## src/rtl/kbd_rx_pkg.sv

```systemverilog
package kbd_rx_pkg;
    localparam int KB_DATA_BITS = 8;

    typedef enum logic [1:0] {
        RX_IDLE   = 2'd0,
        RX_DATA   = 2'd1,
        RX_PARITY = 2'd2,
        RX_STOP   = 2'd3
    } rx_state_t;
endpackage

```

## src/rtl/kbd_line_sync.sv

```systemverilog
module kbd_line_sync #(
    parameter int STAGES = 2
) (
    input  logic clk,
    input  logic rst_n,
    input  logic line_in,
    output logic line_sync
);
    localparam int LAST = STAGES - 1;

    logic [LAST:0] chain;

    generate
        if (STAGES == 1) begin : g_single
            always_ff @(posedge clk or negedge rst_n) begin
                if (!rst_n) chain <= 1'b1;
                else        chain <= line_in;
            end
        end else begin : g_multi
            always_ff @(posedge clk or negedge rst_n) begin
                if (!rst_n) chain <= '1;
                else        chain <= {chain[LAST-1:0], line_in};
            end
        end
    endgenerate

    assign line_sync = chain[LAST];
endmodule

```

## src/rtl/kbd_fall_detect.sv

```systemverilog
module kbd_fall_detect (
    input  logic clk,
    input  logic rst_n,
    input  logic level,
    output logic fall
);
    logic level_q;

    always_ff @(posedge clk or negedge rst_n) begin
        if (!rst_n) level_q <= 1'b1;
        else        level_q <= level;
    end

    assign fall = level_q & ~level;
endmodule

```

## src/rtl/kbd_gap_timer.sv

```systemverilog
module kbd_gap_timer #(
    parameter int LIMIT = 24000
) (
    input  logic clk,
    input  logic rst_n,
    input  logic run,
    input  logic restart,
    output logic expired
);
    localparam int CNT_W = $clog2(LIMIT + 1);
    localparam logic [CNT_W-1:0] LAST = CNT_W'(LIMIT - 1);

    logic [CNT_W-1:0] cnt;

    always_ff @(posedge clk or negedge rst_n) begin
        if (!rst_n)              cnt <= '0;
        else if (!run || restart) cnt <= '0;
        else if (cnt != LAST)    cnt <= cnt + 1'b1;
    end

    assign expired = run && !restart && (cnt == LAST);
endmodule

```

## src/rtl/kbd_rx_fsm.sv

```systemverilog
module kbd_rx_fsm
    import kbd_rx_pkg::*;
(
    input  logic                    clk,
    input  logic                    rst_n,
    input  logic                    fall,
    input  logic                    din,
    input  logic                    enable,
    input  logic                    expired,
    input  logic                    host_read,
    output logic                    busy,
    output logic [KB_DATA_BITS-1:0] rx_byte,
    output logic                    rx_valid,
    output logic                    obf,
    output logic                    parity_err,
    output logic                    timeout_err
);
    localparam int CNT_W = $clog2(KB_DATA_BITS);
    localparam logic [CNT_W-1:0] LAST_BIT = CNT_W'(KB_DATA_BITS - 1);

    rx_state_t state, state_nx;
    logic [KB_DATA_BITS-1:0] shreg;
    logic [CNT_W-1:0]        bit_cnt;
    logic                    par_bit;
    logic                    step;
    logic                    abort;

    assign step  = fall && enable && !expired;
    assign abort = !enable || expired;
    assign busy  = (state != RX_IDLE);

    // State register
    always_ff @(posedge clk or negedge rst_n) begin
        if (!rst_n) state <= RX_IDLE;
        else        state <= state_nx;
    end

    // Transitions
    always_comb begin
        state_nx = state;
        unique case (state)
            RX_IDLE: begin
                if (fall && enable && !obf && !din) state_nx = RX_DATA;
            end
            RX_DATA: begin
                if (abort)                            state_nx = RX_IDLE;
                else if (fall && bit_cnt == LAST_BIT) state_nx = RX_PARITY;
            end
            RX_PARITY: begin
                if (abort)     state_nx = RX_IDLE;
                else if (fall) state_nx = RX_STOP;
            end
            RX_STOP: begin
                if (abort || fall) state_nx = RX_IDLE;
            end
            default: state_nx = RX_IDLE;
        endcase
    end

    // Datapath and outputs
    always_ff @(posedge clk or negedge rst_n) begin
        if (!rst_n) begin
            shreg       <= '0;
            bit_cnt     <= '0;
            par_bit     <= 1'b0;
            rx_byte     <= '0;
            rx_valid    <= 1'b0;
            obf         <= 1'b0;
            parity_err  <= 1'b0;
            timeout_err <= 1'b0;
        end else begin
            rx_valid <= 1'b0;
            if (host_read) obf <= 1'b0;
            unique case (state)
                RX_IDLE: begin
                    bit_cnt <= '0;
                end
                RX_DATA: begin
                    if (step) begin
                        shreg   <= {din, shreg[KB_DATA_BITS-1:1]};
                        bit_cnt <= bit_cnt + 1'b1;
                    end
                end
                RX_PARITY: begin
                    if (step) par_bit <= din;
                end
                RX_STOP: begin
                    if (step) begin
                        rx_byte     <= shreg;
                        rx_valid    <= 1'b1;
                        obf         <= 1'b1;
                        parity_err  <= ~(^{shreg, par_bit});
                        timeout_err <= 1'b0;
                    end
                end
                default: ;
            endcase
            if (state != RX_IDLE && enable && expired) timeout_err <= 1'b1;
        end
    end
endmodule

```

## src/rtl/kbd_frame_rx.sv

```systemverilog
module kbd_frame_rx #(
    parameter int TIMEOUT_CYCLES = 24000,
    parameter int SYNC_STAGES    = 2
) (
    input  logic       clk,
    input  logic       rst_n,
    input  logic       kb_clk_in,
    input  logic       kb_dat_in,
    input  logic       rx_enable,
    input  logic       irq_enable,
    input  logic       host_read,
    output logic [7:0] rx_byte,
    output logic       rx_valid,
    output logic       obf,
    output logic       irq,
    output logic       parity_err,
    output logic       timeout_err,
    output logic       kb_clk_hold
);
    logic clk_s, dat_s, fall, busy, expired;

    kbd_line_sync #(.STAGES(SYNC_STAGES)) u_sync_clk (
        .clk(clk), .rst_n(rst_n), .line_in(kb_clk_in), .line_sync(clk_s));

    kbd_line_sync #(.STAGES(SYNC_STAGES)) u_sync_dat (
        .clk(clk), .rst_n(rst_n), .line_in(kb_dat_in), .line_sync(dat_s));

    kbd_fall_detect u_fall (
        .clk(clk), .rst_n(rst_n), .level(clk_s), .fall(fall));

    kbd_gap_timer #(.LIMIT(TIMEOUT_CYCLES)) u_timer (
        .clk(clk), .rst_n(rst_n), .run(busy), .restart(fall), .expired(expired));

    kbd_rx_fsm u_fsm (
        .clk(clk), .rst_n(rst_n), .fall(fall), .din(dat_s), .enable(rx_enable),
        .expired(expired), .host_read(host_read), .busy(busy),
        .rx_byte(rx_byte), .rx_valid(rx_valid), .obf(obf),
        .parity_err(parity_err), .timeout_err(timeout_err));

    assign irq         = obf & irq_enable;
    assign kb_clk_hold = obf | ~rx_enable;
endmodule

```

## config.mk

```make
export PLATFORM = sky130hd
export DESIGN_NAME = kbd_frame_rx
export DESIGN_NICKNAME = d
export VERILOG_FILES = /design/src/rtl/kbd_rx_pkg.sv /design/src/rtl/kbd_line_sync.sv /design/src/rtl/kbd_fall_detect.sv /design/src/rtl/kbd_gap_timer.sv /design/src/rtl/kbd_rx_fsm.sv /design/src/rtl/kbd_frame_rx.sv
export SDC_FILE = /design/constraint.sdc
export NUM_CORES = 1
export LEC_CHECK = 0
export ABC_CLOCK_PERIOD_IN_PS = 2300
export BUFFER_PORTS_ARGS = -buffer_cell sky130_fd_sc_hd__buf_4
export CAP_MARGIN = 20
export CORE_MARGIN = 10
export CORE_UTILIZATION = 55
export CTS_CLUSTER_DIAMETER = 30
export DETAILED_ROUTE_END_ITERATION = 10
export GPL_TIMING_DRIVEN = 0
export PLACE_DENSITY = 0.81
export SLEW_MARGIN = 10
export SYNTH_ARGS = -nofsm -noshare
export SYNTH_HDL_FRONTEND = slang
export SYNTH_SLANG_ARGS = --single-unit
export TNS_END_PERCENT = 10
```

## constraint.sdc

```tcl
create_clock -name clk -period 2.3 [get_ports clk]
set_input_delay 0 -clock clk [delete_from_list [all_inputs] [get_ports clk]]
set_output_delay 0 -clock clk [all_outputs]
set_load 0.01 [all_outputs]
```

==> impl_metrics.yaml <==
cts:
  cts_setup_buffers: 0
  htree_num_levels: 2
  cts_tree: "built"
  cts.sinks: 46
  clock_path_buffers: 2
  root_buffer: "clkbuf_8"
  numCtsBuffers: 5
  clk-insertion-delay-late_ns: 0.31
  cts.clk_slew.worst_paths_ns: 0.08
placement:
  hpwl_mm: 2.808
  portBuffers: 20
  place.gp.congestion: 0.8342
synthesis:
  syn_area_per_cell_sq_um: 11.63
  yosysWarnings: 0
  syn_nets: 186
  synthTopCellsByCount: "dfrtp_1, mux2_2, nor2_1"
  synth_most_common_cell: "dfrtp_1"
  synthCells: 176
  synth.area.top_cells: "dfrtp_1, mux2_2, dfstp_2"
  synth_top_area_share: 0.5012
  synth_cell_types: 36
  yosysTopAreaCell: "dfrtp_1"
  syn-cell-area_sq_mm: 0.002047
  synth_ff_type: "dfrtp_1"
  synth_edf_count: 0
  ys_seq_area_frac: 0.5654
  async_reset_ff_frac: 1.000
  synth_seq_cells: 46
grt:
  grt_usage: 0.1427
  grt_pass1_wl_mm: 7.182
  grt_pass1_vias: 1544
  globalRouteOverflowTotal: 0
  grt_antenna_before_repair: 0
  grt_max_degree: 47
finish:
  nFillCells: 274
  syn2layout_area_growth_pct: 17.85
  drive_gt1_frac: 0.2679
  antennaDiodeCount: 0
  fin_nets: 218
setup_path:
  crit_required_ns: 2.50
  cp.arrival_ns: 2.17
  crit_end: "u_fsm.state[1]"
  reg2reg_from: "u_timer.cnt[9]"
  cp-end-kind: "flop"
  reg2reg_depth: 4
  worstSetupStartpoint: "u_timer.cnt[9]"
  r2r_slack_ns: 0.34
  r2r_end: "u_fsm.state[1]"
  path_class: "flop to flop"
  path_max_fanout: 8
  start_kind: "flop"
sta:
  drv_slew: 0
  fin_setup_tns_ns: 0
  finalHoldViolCount: 0
  setup_viol: 0
  relSlewSlack: 0.6191
  clock.fmax_mhz: 509.9
  finalCritPeriodShare: 0.8526
  skew_ns: 0.01024
  rsz0062_at_grt: "no"
  worst_slew_pin_slew_ns: 0.5675
  fin_crit_ns: 1.961
floorplanning:
  dieHeight_um: 81.01
  die_x_um: 81.01
  die_area_sq_mm: 0.006562
  io_pins: 21
  core_sq_mm: 0.003633
  start_util: 0.5634
  placementRows: 22
power_and_ir_drop:
  power.total_mw: 1.462
  power_leakage_nw: 1.113
  vdd_drop_max_v: 0.0004389
  power_density_mw_per_mm2: 605.9
detailed_routing:
  first_iter_violations: 93
  wl_per_cell_um: 16.33
  drtPass1Iterations: 4
  num_vias: 1458
  via_per_inst: 5.673
  antenna_left: 0
  drc: 0
  routed_wl_mm: 4.197
run_status:
  outcome: "finished, final reports clean"
run:
  drv_cap: 0
min_path:
  hold_path_class: "input port to asynchronous set/reset pin"
==> cell usage in the layout, fill, tap and decap left out, types with 2 or more instances in the layout <==
cell and count:
o21ai_0 11, a21oi_1 4, nand2_1 11, inv_1 6
xnor2_1 12, dlygate4sd3_1 5, dfstp_2 5, nand2b_1 2
nor4_1 4, clkbuf_1 5, and2_1 2, nand4_1 4
nor2b_1 2, mux2i_1 2, buf_4 20, mux2_2 17
nand3_1 4, ha_1 3, or3_1 3, nor2_1 14
clkbuf_8 7, nor3_1 6, dfrtp_1 41, xor2_1 2
a211oi_1 2
==> report_power, final <==
group | internal, mW | leakage [nW] | total, mW | switching (mW)
clock network | 0.275 | 0.0544 | 0.549 | 0.273
registers | 0.824 | 0.624 | 0.835 | 0.0112
logic | 0.0385 | 0.435 | 0.0779 | 0.0394
total | 1.14 | 1.11 | 1.46 | 0.324
==> what timing repair did <==
| item | 4_1_cts | 5_1_grt |
|---|---|---|
| resized for setup | 0 | 0 |
| hold buffers | 5 | 0 |
| setup endpoints to repair | 0 | 0 |
| hold endpoints to repair | 47 | 0 |
==> per-layer routing <==
layer / part of all wire / vias up / GRT usage
li1: - / 679 / -
met1: 0.40 / 731 / 0.1606
met2: 0.51 / 35 / 0.2221
met3: 0.061 / 13 / 0.06623
met4: 0.031 / 0 / 0.07612
met5: 0 / - / 0
==> cell type report <==
cell class / count / area (sq um) / area share
clock inverter: 1 / 8.758 / 0.003631
timing repair buffer: 25 / 200.2 / 0.08299
clock buffer: 7 / 96.34 / 0.03994
sequential: 46 / 1157 / 0.4798
buffer: 6 / 23.77 / 0.009855
inverter: 6 / 22.52 / 0.009336
tap: 48 / 60.06 / 0.02490
multi-input combinational: 118 / 843.3 / 0.3496
==> registers in the layout (all words and copies together), names as in the netlist <==
register / count
u_timer.cnt: 15
u_fsm.state: 2
u_fsm.shreg: 8
u_fsm.rx_byte: 8
u_sync_dat.chain: 2
u_fsm.timeout_err: 1
u_fall.level_q: 1
u_fsm.bit_cnt: 3
u_fsm.rx_valid: 1
u_sync_clk.chain: 2
u_fsm.obf: 1
u_fsm.par_bit: 1
u_fsm.parity_err: 1
==> critical path, cell delays in order (launching register included) <==
cell,delay [ns]
dfrtp_1,0.42
or4b_4,0.57
nor4_4,0.54
nor2_1,0.13
o21a_1,0.21
==> cells by family (layout without fill, tap and decap cells) <==
kind of cell	Yosys count	after routing	share of synthesized area
simple gates	58	58	0.1534
mux	19	19	0.1033
fa+ha+maj	3	3	0.01834
flops	46	46	0.5654
compound gates	23	23	0.06601
buf+inv	12	45	0.02261
xor+xnor	15	15	0.07091
==> how the worst min path moves through the flow <==
| stage | start | end | slack (ns) | cells past startpoint |
|---|---|---|---|---|
| 2_1_floorplan | rst_n | u_fsm.bit_cnt[0] | -0.30 | 0 |
| 3_3_place_gp | rst_n | u_timer.cnt[2] | 0.02 | 1 |
| 3_5_place_dp | rst_n | u_fsm.timeout_err | 0.04 | 1 |
| 4_1_cts | rst_n | u_fsm.obf | 0.24 | 2 |
| 5_1_grt | rst_n | u_timer.cnt[1] | 0.27 | 2 |
| 6_report | rst_n | u_timer.cnt[2] | 0.22 | 2 |
==> per-stage QoR <==
step | hold slack, ns | instances | setup slack (ns) | util | instance area [sq um]
finish | 0.2232 | 257 | 0.3389 | 0.6639 | 2412
global route | 0.2651 | 257 | 0.2217 | 0.6639 | 2412
CTS | 0.2447 | 257 | 0.3232 | 0.6639 | 2412
detailed placement | 0.03845 | 244 | 0.3423 | 0.6212 | 2257
global placement | 0.02124 | 244 | 0.3731 | 0.6212 | 2257
floorplan | -0.2956 | 176 | 0.5113 | - | 2047
Note: power is estimated with default switching activity, not from simulation.
